`config.mk`:
```
export PLATFORM = sky130hd
export DESIGN_NAME = fctl_regif
export DESIGN_NICKNAME = d
export VERILOG_FILES = /design/src/rtl/fctl_pkg.sv /design/src/rtl/fctl_sticky_bit.sv /design/src/rtl/fctl_irq_unit.sv /design/src/rtl/fctl_ctrl_regs.sv /design/src/rtl/fctl_regif.sv
export SDC_FILE = /design/constraint.sdc
export NUM_CORES = 1
export LEC_CHECK = 0
export ABC_CLOCK_PERIOD_IN_PS = 2500
export BUFFER_PORTS_ARGS = -buffer_cell sky130_fd_sc_hd__buf_2
export CAP_MARGIN = 40
export CORE_MARGIN = 1
export CORE_UTILIZATION = 40
export CTS_CLUSTER_DIAMETER = 40
export DETAILED_ROUTE_END_ITERATION = 8
export HOLD_SLACK_MARGIN = 0.05
export PLACE_DENSITY_LB_ADDON = 0.08
export SLEW_MARGIN = 30
export SYNTH_ARGS = -nofsm -noshare
export SYNTH_HDL_FRONTEND = slang
export SYNTH_SLANG_ARGS = --single-unit
```
`constraint.sdc`:
```
create_clock -name clk -period 2.5 [get_ports clk]
set_input_delay 0.625 -clock clk [delete_from_list [all_inputs] [get_ports clk]]
set_output_delay 0.625 -clock clk [all_outputs]
set_load 0.05 [all_outputs]
```
`src/rtl/fctl_pkg.sv`:
```
// Package: shared constants of the flash controller register front end.
// Assumes byte addressing with word-aligned accesses on a 12-bit window.
package fctl_pkg;
    localparam int ADDR_W = 12;
    localparam int DATA_W = 32;
    localparam int RANGE_W = 18;
    localparam int N_IRQ = 4;
    localparam int N_EVT = 3;

    localparam logic [ADDR_W-1:0] OFS_CMD      = 12'h000;
    localparam logic [ADDR_W-1:0] OFS_EVT      = 12'h004;
    localparam logic [ADDR_W-1:0] OFS_RSTART   = 12'h010;
    localparam logic [ADDR_W-1:0] OFS_RSTOP    = 12'h014;
    localparam logic [ADDR_W-1:0] OFS_EN_CLR   = 12'hFD8;
    localparam logic [ADDR_W-1:0] OFS_EN_SET   = 12'hFDC;
    localparam logic [ADDR_W-1:0] OFS_STAT     = 12'hFE0;
    localparam logic [ADDR_W-1:0] OFS_EN       = 12'hFE4;
    localparam logic [ADDR_W-1:0] OFS_STAT_CLR = 12'hFE8;
    localparam logic [ADDR_W-1:0] OFS_STAT_SET = 12'hFEC;
    localparam logic [ADDR_W-1:0] OFS_IDENT    = 12'hFFC;

    // interrupt source bit positions (software decodes these)
    localparam int IRQ_FAIL = 0;
    localparam int IRQ_ILLEGAL = 1;
    localparam int IRQ_DONE = 2;
    localparam int IRQ_ECC = 3;

    // event pulse bit positions
    localparam int EVT_RESET = 0;
    localparam int EVT_WAKEUP = 1;
    localparam int EVT_ABORT = 2;
endpackage

```
`src/rtl/fctl_sticky_bit.sv`:
```
// Module: one sticky bit with set and clear requests.
// Assumes set and clear are single-cycle qualified strobes; set has priority.
module fctl_sticky_bit (
    input  logic clk,
    input  logic rst_n,
    input  logic set_i,
    input  logic clr_i,
    output logic q_o
);
    // holds the bit; a set in the same cycle as a clear wins
    always_ff @(posedge clk) begin
        if (!rst_n)
            q_o <= 1'b0;
        else if (set_i)
            q_o <= 1'b1;
        else if (clr_i)
            q_o <= 1'b0;
    end
endmodule

```
`src/rtl/fctl_irq_unit.sv`:
```
// Module: interrupt enables and status with separate set/clear write ports.
// Assumes decoded one-cycle write strobes and hardware strobes from the engine.
module fctl_irq_unit #(
    parameter int N = 4
) (
    input  logic         clk,
    input  logic         rst_n,
    input  logic         en_set_wr,
    input  logic         en_clr_wr,
    input  logic         st_set_wr,
    input  logic         st_clr_wr,
    input  logic [N-1:0] wmask,
    input  logic [N-1:0] hw_set,
    output logic [N-1:0] enable_o,
    output logic [N-1:0] status_o,
    output logic         irq_o
);
    // one enable cell and one status cell per source
    for (genvar i = 0; i < N; i++) begin : g_src
        logic en_set, en_clr, st_set, st_clr;

        // per-bit qualification of the write masks
        always_comb begin
            en_set = en_set_wr & wmask[i];
            en_clr = en_clr_wr & wmask[i];
            st_set = (st_set_wr & wmask[i]) | hw_set[i];
            st_clr = st_clr_wr & wmask[i];
        end

        fctl_sticky_bit u_en (
            .clk(clk), .rst_n(rst_n), .set_i(en_set), .clr_i(en_clr), .q_o(enable_o[i])
        );
        fctl_sticky_bit u_st (
            .clk(clk), .rst_n(rst_n), .set_i(st_set), .clr_i(st_clr), .q_o(status_o[i])
        );
    end

    // request is any enabled pending source
    always_comb irq_o = |(enable_o & status_o);
endmodule

```
`src/rtl/fctl_ctrl_regs.sv`:
```
// Module: command word, range addresses and event pulses.
// Assumes decoded one-cycle write strobes; pulses are registered, one cycle wide.
module fctl_ctrl_regs #(
    parameter int DW = 32,
    parameter int RW = 18,
    parameter int NE = 3
) (
    input  logic          clk,
    input  logic          rst_n,
    input  logic          cmd_wr,
    input  logic          evt_wr,
    input  logic          rstart_wr,
    input  logic          rstop_wr,
    input  logic [DW-1:0] wdata,
    output logic [DW-1:0] cmd_word_o,
    output logic          cmd_start_o,
    output logic [RW-1:0] rstart_o,
    output logic [RW-1:0] rstop_o,
    output logic [NE-1:0] evt_pulse_o
);
    // command word and its start pulse
    always_ff @(posedge clk) begin
        if (!rst_n) begin
            cmd_word_o  <= '0;
            cmd_start_o <= 1'b0;
        end else begin
            cmd_start_o <= cmd_wr;
            if (cmd_wr)
                cmd_word_o <= wdata;
        end
    end

    // range start and stop address holders
    always_ff @(posedge clk) begin
        if (!rst_n) begin
            rstart_o <= '0;
            rstop_o  <= '0;
        end else begin
            if (rstart_wr)
                rstart_o <= wdata[RW-1:0];
            if (rstop_wr)
                rstop_o <= wdata[RW-1:0];
        end
    end

    // one pulse cell per event bit
    for (genvar e = 0; e < NE; e++) begin : g_evt
        always_ff @(posedge clk) begin
            if (!rst_n)
                evt_pulse_o[e] <= 1'b0;
            else
                evt_pulse_o[e] <= evt_wr & wdata[e];
        end
    end
endmodule

```
`src/rtl/fctl_regif.sv`:
```
// Module: top of the flash controller register front end.
// Decodes bus writes, muxes read data and joins the control and interrupt parts.
// Assumes word-aligned addresses; unmapped and write-only offsets read zero.
module fctl_regif #(
    parameter logic [15:0] ID_CODE   = 16'hF1C0,
    parameter logic [3:0]  REV_MAJOR = 4'd2,
    parameter logic [3:0]  REV_MINOR = 4'd1,
    parameter logic [7:0]  APERTURE  = 8'h10
) (
    input  logic        clk,
    input  logic        rst_n,
    input  logic        bus_wr,
    input  logic [11:0] bus_addr,
    input  logic [31:0] bus_wdata,
    output logic [31:0] bus_rdata,
    input  logic        ev_fail,
    input  logic        ev_illegal,
    input  logic        ev_done,
    input  logic        ev_ecc,
    output logic        cmd_start,
    output logic [31:0] cmd_word,
    output logic [17:0] range_start,
    output logic [17:0] range_stop,
    output logic        req_reset,
    output logic        req_wakeup,
    output logic        req_abort,
    output logic        irq
);
    import fctl_pkg::*;

    localparam logic [DATA_W-1:0] IDENT_WORD = {ID_CODE, REV_MAJOR, REV_MINOR, APERTURE};

    logic                wr_cmd, wr_evt, wr_rstart, wr_rstop;
    logic                wr_en_set, wr_en_clr, wr_st_set, wr_st_clr;
    logic [N_IRQ-1:0]    hw_set;
    logic [N_IRQ-1:0]    irq_enable;
    logic [N_IRQ-1:0]    irq_status;
    logic [N_EVT-1:0]    evt_pulse;

    // write strobe decode
    always_comb begin
        wr_cmd    = bus_wr && (bus_addr == OFS_CMD);
        wr_evt    = bus_wr && (bus_addr == OFS_EVT);
        wr_rstart = bus_wr && (bus_addr == OFS_RSTART);
        wr_rstop  = bus_wr && (bus_addr == OFS_RSTOP);
        wr_en_set = bus_wr && (bus_addr == OFS_EN_SET);
        wr_en_clr = bus_wr && (bus_addr == OFS_EN_CLR);
        wr_st_set = bus_wr && (bus_addr == OFS_STAT_SET);
        wr_st_clr = bus_wr && (bus_addr == OFS_STAT_CLR);
    end

    // hardware event strobes placed at their status bit positions
    always_comb begin
        hw_set              = '0;
        hw_set[IRQ_FAIL]    = ev_fail;
        hw_set[IRQ_ILLEGAL] = ev_illegal;
        hw_set[IRQ_DONE]    = ev_done;
        hw_set[IRQ_ECC]     = ev_ecc;
    end

    fctl_ctrl_regs #(.DW(DATA_W), .RW(RANGE_W), .NE(N_EVT)) u_ctrl (
        .clk(clk), .rst_n(rst_n),
        .cmd_wr(wr_cmd), .evt_wr(wr_evt), .rstart_wr(wr_rstart), .rstop_wr(wr_rstop),
        .wdata(bus_wdata),
        .cmd_word_o(cmd_word), .cmd_start_o(cmd_start),
        .rstart_o(range_start), .rstop_o(range_stop),
        .evt_pulse_o(evt_pulse)
    );

    fctl_irq_unit #(.N(N_IRQ)) u_irq (
        .clk(clk), .rst_n(rst_n),
        .en_set_wr(wr_en_set), .en_clr_wr(wr_en_clr),
        .st_set_wr(wr_st_set), .st_clr_wr(wr_st_clr),
        .wmask(bus_wdata[N_IRQ-1:0]), .hw_set(hw_set),
        .enable_o(irq_enable), .status_o(irq_status), .irq_o(irq)
    );

    // event pulse fan-out
    always_comb begin
        req_reset  = evt_pulse[EVT_RESET];
        req_wakeup = evt_pulse[EVT_WAKEUP];
        req_abort  = evt_pulse[EVT_ABORT];
    end

    // read data mux; write-only and unmapped offsets return zero
    always_comb begin
        bus_rdata = '0;
        case (bus_addr)
            OFS_RSTART: bus_rdata[RANGE_W-1:0] = range_start;
            OFS_RSTOP:  bus_rdata[RANGE_W-1:0] = range_stop;
            OFS_STAT:   bus_rdata[N_IRQ-1:0]   = irq_status;
            OFS_EN:     bus_rdata[N_IRQ-1:0]   = irq_enable;
            OFS_IDENT:  bus_rdata              = IDENT_WORD;
            default:    bus_rdata = '0;
        endcase
    end
endmodule


```
**Yosys cells after proc, flatten, opt, wreduce, memory -nomap -nowiden**

Cells that the tools add are included.
W data, S select, Z words.

- Equality and inequality tests: 10
- Mux-type cells: 19
- Bitwise operators: 24
- Reduce and logical (&&, ||, !) cells: 18

Operators with widths:

| cell | number |
|---|---|
| $eq A12 B12 Y1 const B | 7 |
| $pmux W14 S3 | 1 |
| $eq A12 B5 Y1 const B | 2 |
| $and A1 B1 Y1 | 19 |
| $mux W1 | 16 |
| $pmux W4 S4 | 1 |
| $reduce_bool A2 Y1 | 8 |
| $mux W14 | 1 |
| $eq A12 B3 Y1 const B | 1 |
| $logic_not A12 Y1 | 1 |
| $logic_and A1 B1 Y1 | 8 |
| $and A4 B4 Y4 | 1 |
| $or A1 B1 Y1 | 4 |
| $reduce_or A4 Y1 | 1 |

- Flip-flop bits (word level): 80
- Output and inout port bits: 105

**Logic depth before layout (Yosys ltp)**

- Depth after elaboration: 5
- Mapped depth: 5

**Modules after synthesis**

From an unflattened synthesis, not the netlist that was laid out.

- Cells, all modules: 369
- Area, all modules: 3885.0 µm²

By module, submodules not included:

| module | times used | cells each | area an instance (µm²) | seq. area each (µm²) |
|---|---|---|---|---|
| fctl_ctrl_regs | 1 | 228 | 2723.9 | 1441.4 |
| fctl_regif | 1 | 98 | 706.9 | 0.0 |
| fctl_sticky_bit | 8 | 3 | 41.3 | 20.0 |
| fctl_irq_unit | 1 | 19 | 123.9 | 0.0 |

**Worst setup path before layout**

OpenSTA, ideal clock, no wires.

- Kind: input to output
- Start: input port bus_addr[1]
- End: output port bus_rdata[13]
- Arrival: 3197 ps
- Data required time: 1875 ps
- Path slack: -1322 ps
- Stages on the path: 3
- Buffers on the path: 0
- Cell sequence: or3b_1 > nor3_1 > a221o_1

- Word-level cells in the longest chain between the ends: 2
- Elaborated cells between the ends (all ways): 4
- Classes of those cells: eq/ne (3); mux (1)

Ends and longest elaborated chain:

| element | line | text |
|---|---|---|
| start: declaration | fctl_regif.sv:13 | `input logic [11:0] bus_addr,` |
| $eq A12 B12 Y1 / $eq A12 B5 Y1 (equally long branches) | fctl_regif.sv:88 | `case (bus_addr)` |
| $pmux W14 S3 * | fctl_regif.sv:88 |  |
| end: declaration | fctl_regif.sv:15 | `output logic [31:0] bus_rdata,` |

Every way passes the cells marked *; elsewhere a longest branch is shown, timed or not.

**Worst setup path in the final report**

- Start: input port bus_addr[7]
- End: output port bus_rdata[10]

Same word-level chain as after synthesis.

==> run_results.csv <==
group,metric,value,unit
run_status,outcome,"complete, but fails checks",
run_status,violations,"setup timing",
critical_path,crit_family,"buffers and inverters",
global_routing,grt_pass1_vias,2998,
synth,synthTopCellsByArea,"dfxtp_1, nand3_1, o21ai_1",
flow_run,max-cap-violations,0,
global_routing,antenna_found_initial,0,
critical_path,r2r_end,"u_irq.g_src[2].u_en.q_o$_SDFFE_PN0P_",
clock_tree,holdBufCountCts,0,
synth,synth-edff-count,0,
timing,fmax,395,MHz
timing,max_slew_margin,67.2,%
placement,port_buffers,148,
synth,yosys_warnings,0,
clock_tree,clockBufferDepth,2,
timing,min_period,2.53,ns
power,power_frac_comb,7.8,%
floorplanning,start_util,42.3,%
floorplanning,std_cell_rows,32,
drt,antenna_left,0,
critical_path,worst_ep_arrival_time,1.91,ns
power,intPower,1.84,mW
timing,fin_ws,-0.0324,ns
timing,skew,0,ns
critical_path,path_max_fanout,6,
layout,diodes,0,
power,switching_share,23.8,%
hold_path,worst_hold_path_type,"flip-flop to flip-flop",
synth,synth_common_cells,"dfxtp_1, nand3_1, o21ai_1, nand2_1, o21ai_0",
placement,post_dp_cell_area,4380,sq um
layout,syn_to_final_growth,45.2,%
floorplanning,die_w,93.4,microns
critical_path,worstPathRequired,1.88,ns
layout,drive_above_1_share,42.8,%
power,peakVddDrop,318,uV
placement,place_congestion,0.769,
floorplanning,die_h,93.4,microns
critical_path,r2r-start,"u_irq.g_src[2].u_en.q_o$_SDFFE_PN0P_",
timing,slew_viol_final,0,
hold_path,min_path_cells,2,
timing,rsz0062_at_grt,"yes",
clock_tree,clock-sinks,80,
placement,hpwl,6.59,mm
global_routing,grt_first_pass_wirelength,14.7,mm
critical_path,r2r_cells,2,
synth,avgSynthCellArea,8.58,sq um
floorplanning,boundaryPins,156,
critical_path,startpoint,"bus_addr[7]",
hold_path,holdPathEnd,"u_ctrl.cmd_word_o[28]$_SDFFE_PN0P_",
critical_path,cp-start-kind,"input pin",
floorplanning,core_area,7890,sq um
timing,finalSetupViolCount,9,
clock_tree,root_buffer,"clkbuf_8",
critical_path,r2r_slack,1.73,ns
drt,wire_per_inst,14.5,microns
hold_path,hp-start,"u_ctrl.cmd_word_o[28]$_SDFFE_PN0P_",
clock_tree,htree_levels,3,
global_routing,grt_usage,21.7,%
power,finalPower,2.42,mW
synth,synth.most_common_cell,"dfxtp_1",
critical_path,cpMostUsedCell,"buf_8",
drt,vias,3328,
drt,drt_iter0_drc,136,
global_routing,grt_overflow,0,
timing,fin_crit_sh,101,%
synth,ys_seq_area_share,48.0,%
power,leakage,2.24,nW
clock_tree,cts_buffers,9,
critical_path,crit_chain,"buf_8, nor4b_4, buf_4, nand3_4, buf_12, nor2_4, buf_8",
clock_tree,cts_tree,"built",
layout,layout.cell_area.non_filler,4850,sq um
timing,finalHoldViolations,0,
critical_path,critPathMaxStageDelay,0.31,ns
power,power.share.sequential,53.0,%
synth,synth.distinct_cells,34,
timing,tightest_slew,0.485,ns
synth,synth_top_area_share,48.0,%
global_routing,grt_max_degree,65,
floorplanning,die_area,8720,sq um
drt,drt_wl_total,9.42,mm
synth,syn_inst,389,
synth,async_flop_share,0,%
drt,dr.pass1.iters,4,
synth,synth_top_cell_by_area,"dfxtp_1",
clock_tree,clock_latency,0.34,ns
synth,ys_seq_elements,80,
power,clkPwrFrac,39.2,%
drt,avgViaCountPerCell,5.13,
drt,drc,0,
clock_tree,path_clk_slew,0.08,ns
critical_path,critical_path_buf_inv_count,4,
power,p_per_area,499,nW/um^2
critical_path,crit_slowest_cell,"nor4b_4",
layout,finalNetCount,593,
power,p_switching,0.576,mW
synth,ys.flop_type,"dfxtp_1",
critical_path,end_kind,"output port",
synth,synth_area,3340,sq um
critical_path,crit_type,"input pin to output port",
timing,finalSetupTns,-0.176,ns
cell type report:
type                            count  area, sq um
Clock buffer                       12          145
Clock inverter                      4         52.6
Fill cell                         754         3040
Inverter                            5         18.8
Multi-Input combinational cell    269         1710
Sequential cell                    80         1600
Tap cell                          102          128
Timing Repair Buffer              177         1190
layout by cell type (no fill, tap or decap), drive strengths merged:
cell type  netlist  final
a221o            7      7
conb             1      7
o21ai           68     68
inv              5      6
a21boi           4      4
dfxtp           80     80
and3             4      4
nor2            16     16
a22o             5      5
clkinv           0      2
or3b             1      1
mux2i           14     14
nand3           71     71
and4b            1      1
nand2           36     36
and2             3      3
clkbuf          19     12
nand4           10     10
a22oi            2      2
nor4             4      4
nor4b            2      2
nor3             2      2
a21oi            4      4
nand2b           2      2
bufinv           0      1
nor4bb           1      1
o21a             4      4
buf             22    177
and4             1      1
metrics by stage:
step                      hold WS [ns]  util (%)  cells  setup slack [ns]
after floorplan                  0.536         -    395            -0.198
after global placement           0.441      55.6    630           -0.0562
after detailed placement         0.446      55.6    630            -0.122
after CTS                        0.458      58.8    646           -0.0285
after global routing             0.477      61.5    649           -0.0651
final                            0.456      61.5    649           -0.0324
power groups by stage:
stage                     Clock (mW)  Combinational [mW]  Sequential, mW
final                          0.949               0.189            1.28
after global routing            1.04               0.207            1.28
after CTS                      0.977               0.179            1.28
after detailed placement           0               0.177            1.31
after global placement             0               0.174            1.31
after floorplan                    0               0.103            1.31
worst register-to-register path, cell delays in order, from the launching register on:
cell,delay [ns]
dfxtp_1,0.35
a21boi_0,0.13
o21a_1,0.20
registers in the layout, summed over array words and instances, names as in the netlist:
| name | count |
|---|---|
| u_ctrl.evt_pulse_o | 3 |
| u_irq.g_src.u_en.q_o | 4 |
| u_irq.g_src.u_st.q_o | 4 |
| u_ctrl.cmd_word_o | 32 |
| u_ctrl.rstart_o | 18 |
| u_ctrl.cmd_start_o | 1 |
| u_ctrl.rstop_o | 18 |
routing by layer:
metal  wire length (microns)  vias up  GRT usage [%]
met3                     608       13           4.72
met2                    4530      104           35.0
li1                        -     1683              -
met4                     126        0           8.21
met5                       0        -              0
met1                    4150     1528           28.3
worst max-delay path by stage:
stage                     slack [ns]  cells after the start             to
after CTS                      -0.03                      7  bus_rdata[13]
after global placement         -0.06                      7   bus_rdata[4]
after detailed placement       -0.12                      7   bus_rdata[0]
after global routing           -0.07                      7  bus_rdata[10]
final                          -0.03                      7  bus_rdata[10]
after floorplan                -0.20                      5  bus_rdata[13]
repair_timing:
action / in CTS / in global routing
pin swaps: 0 / 11
gates resized for setup: 21 / 54
endpoints found under the setup margin: 18 / 25
buffers inserted: 0 / 3
cloned: 0 / 0
kinds of logic after synthesis:
logic type / Yosys count / share of synthesized area (%)
other: 1 / 0.112
muxes: 14 / 4.20
DFF: 80 / 48.0
and+or+nand+nor: 154 / 24.6
buffers and inverters: 46 / 6.67
AOI/OAI and AO/OA: 94 / 16.5
Power figures use the tool's default switching activity.
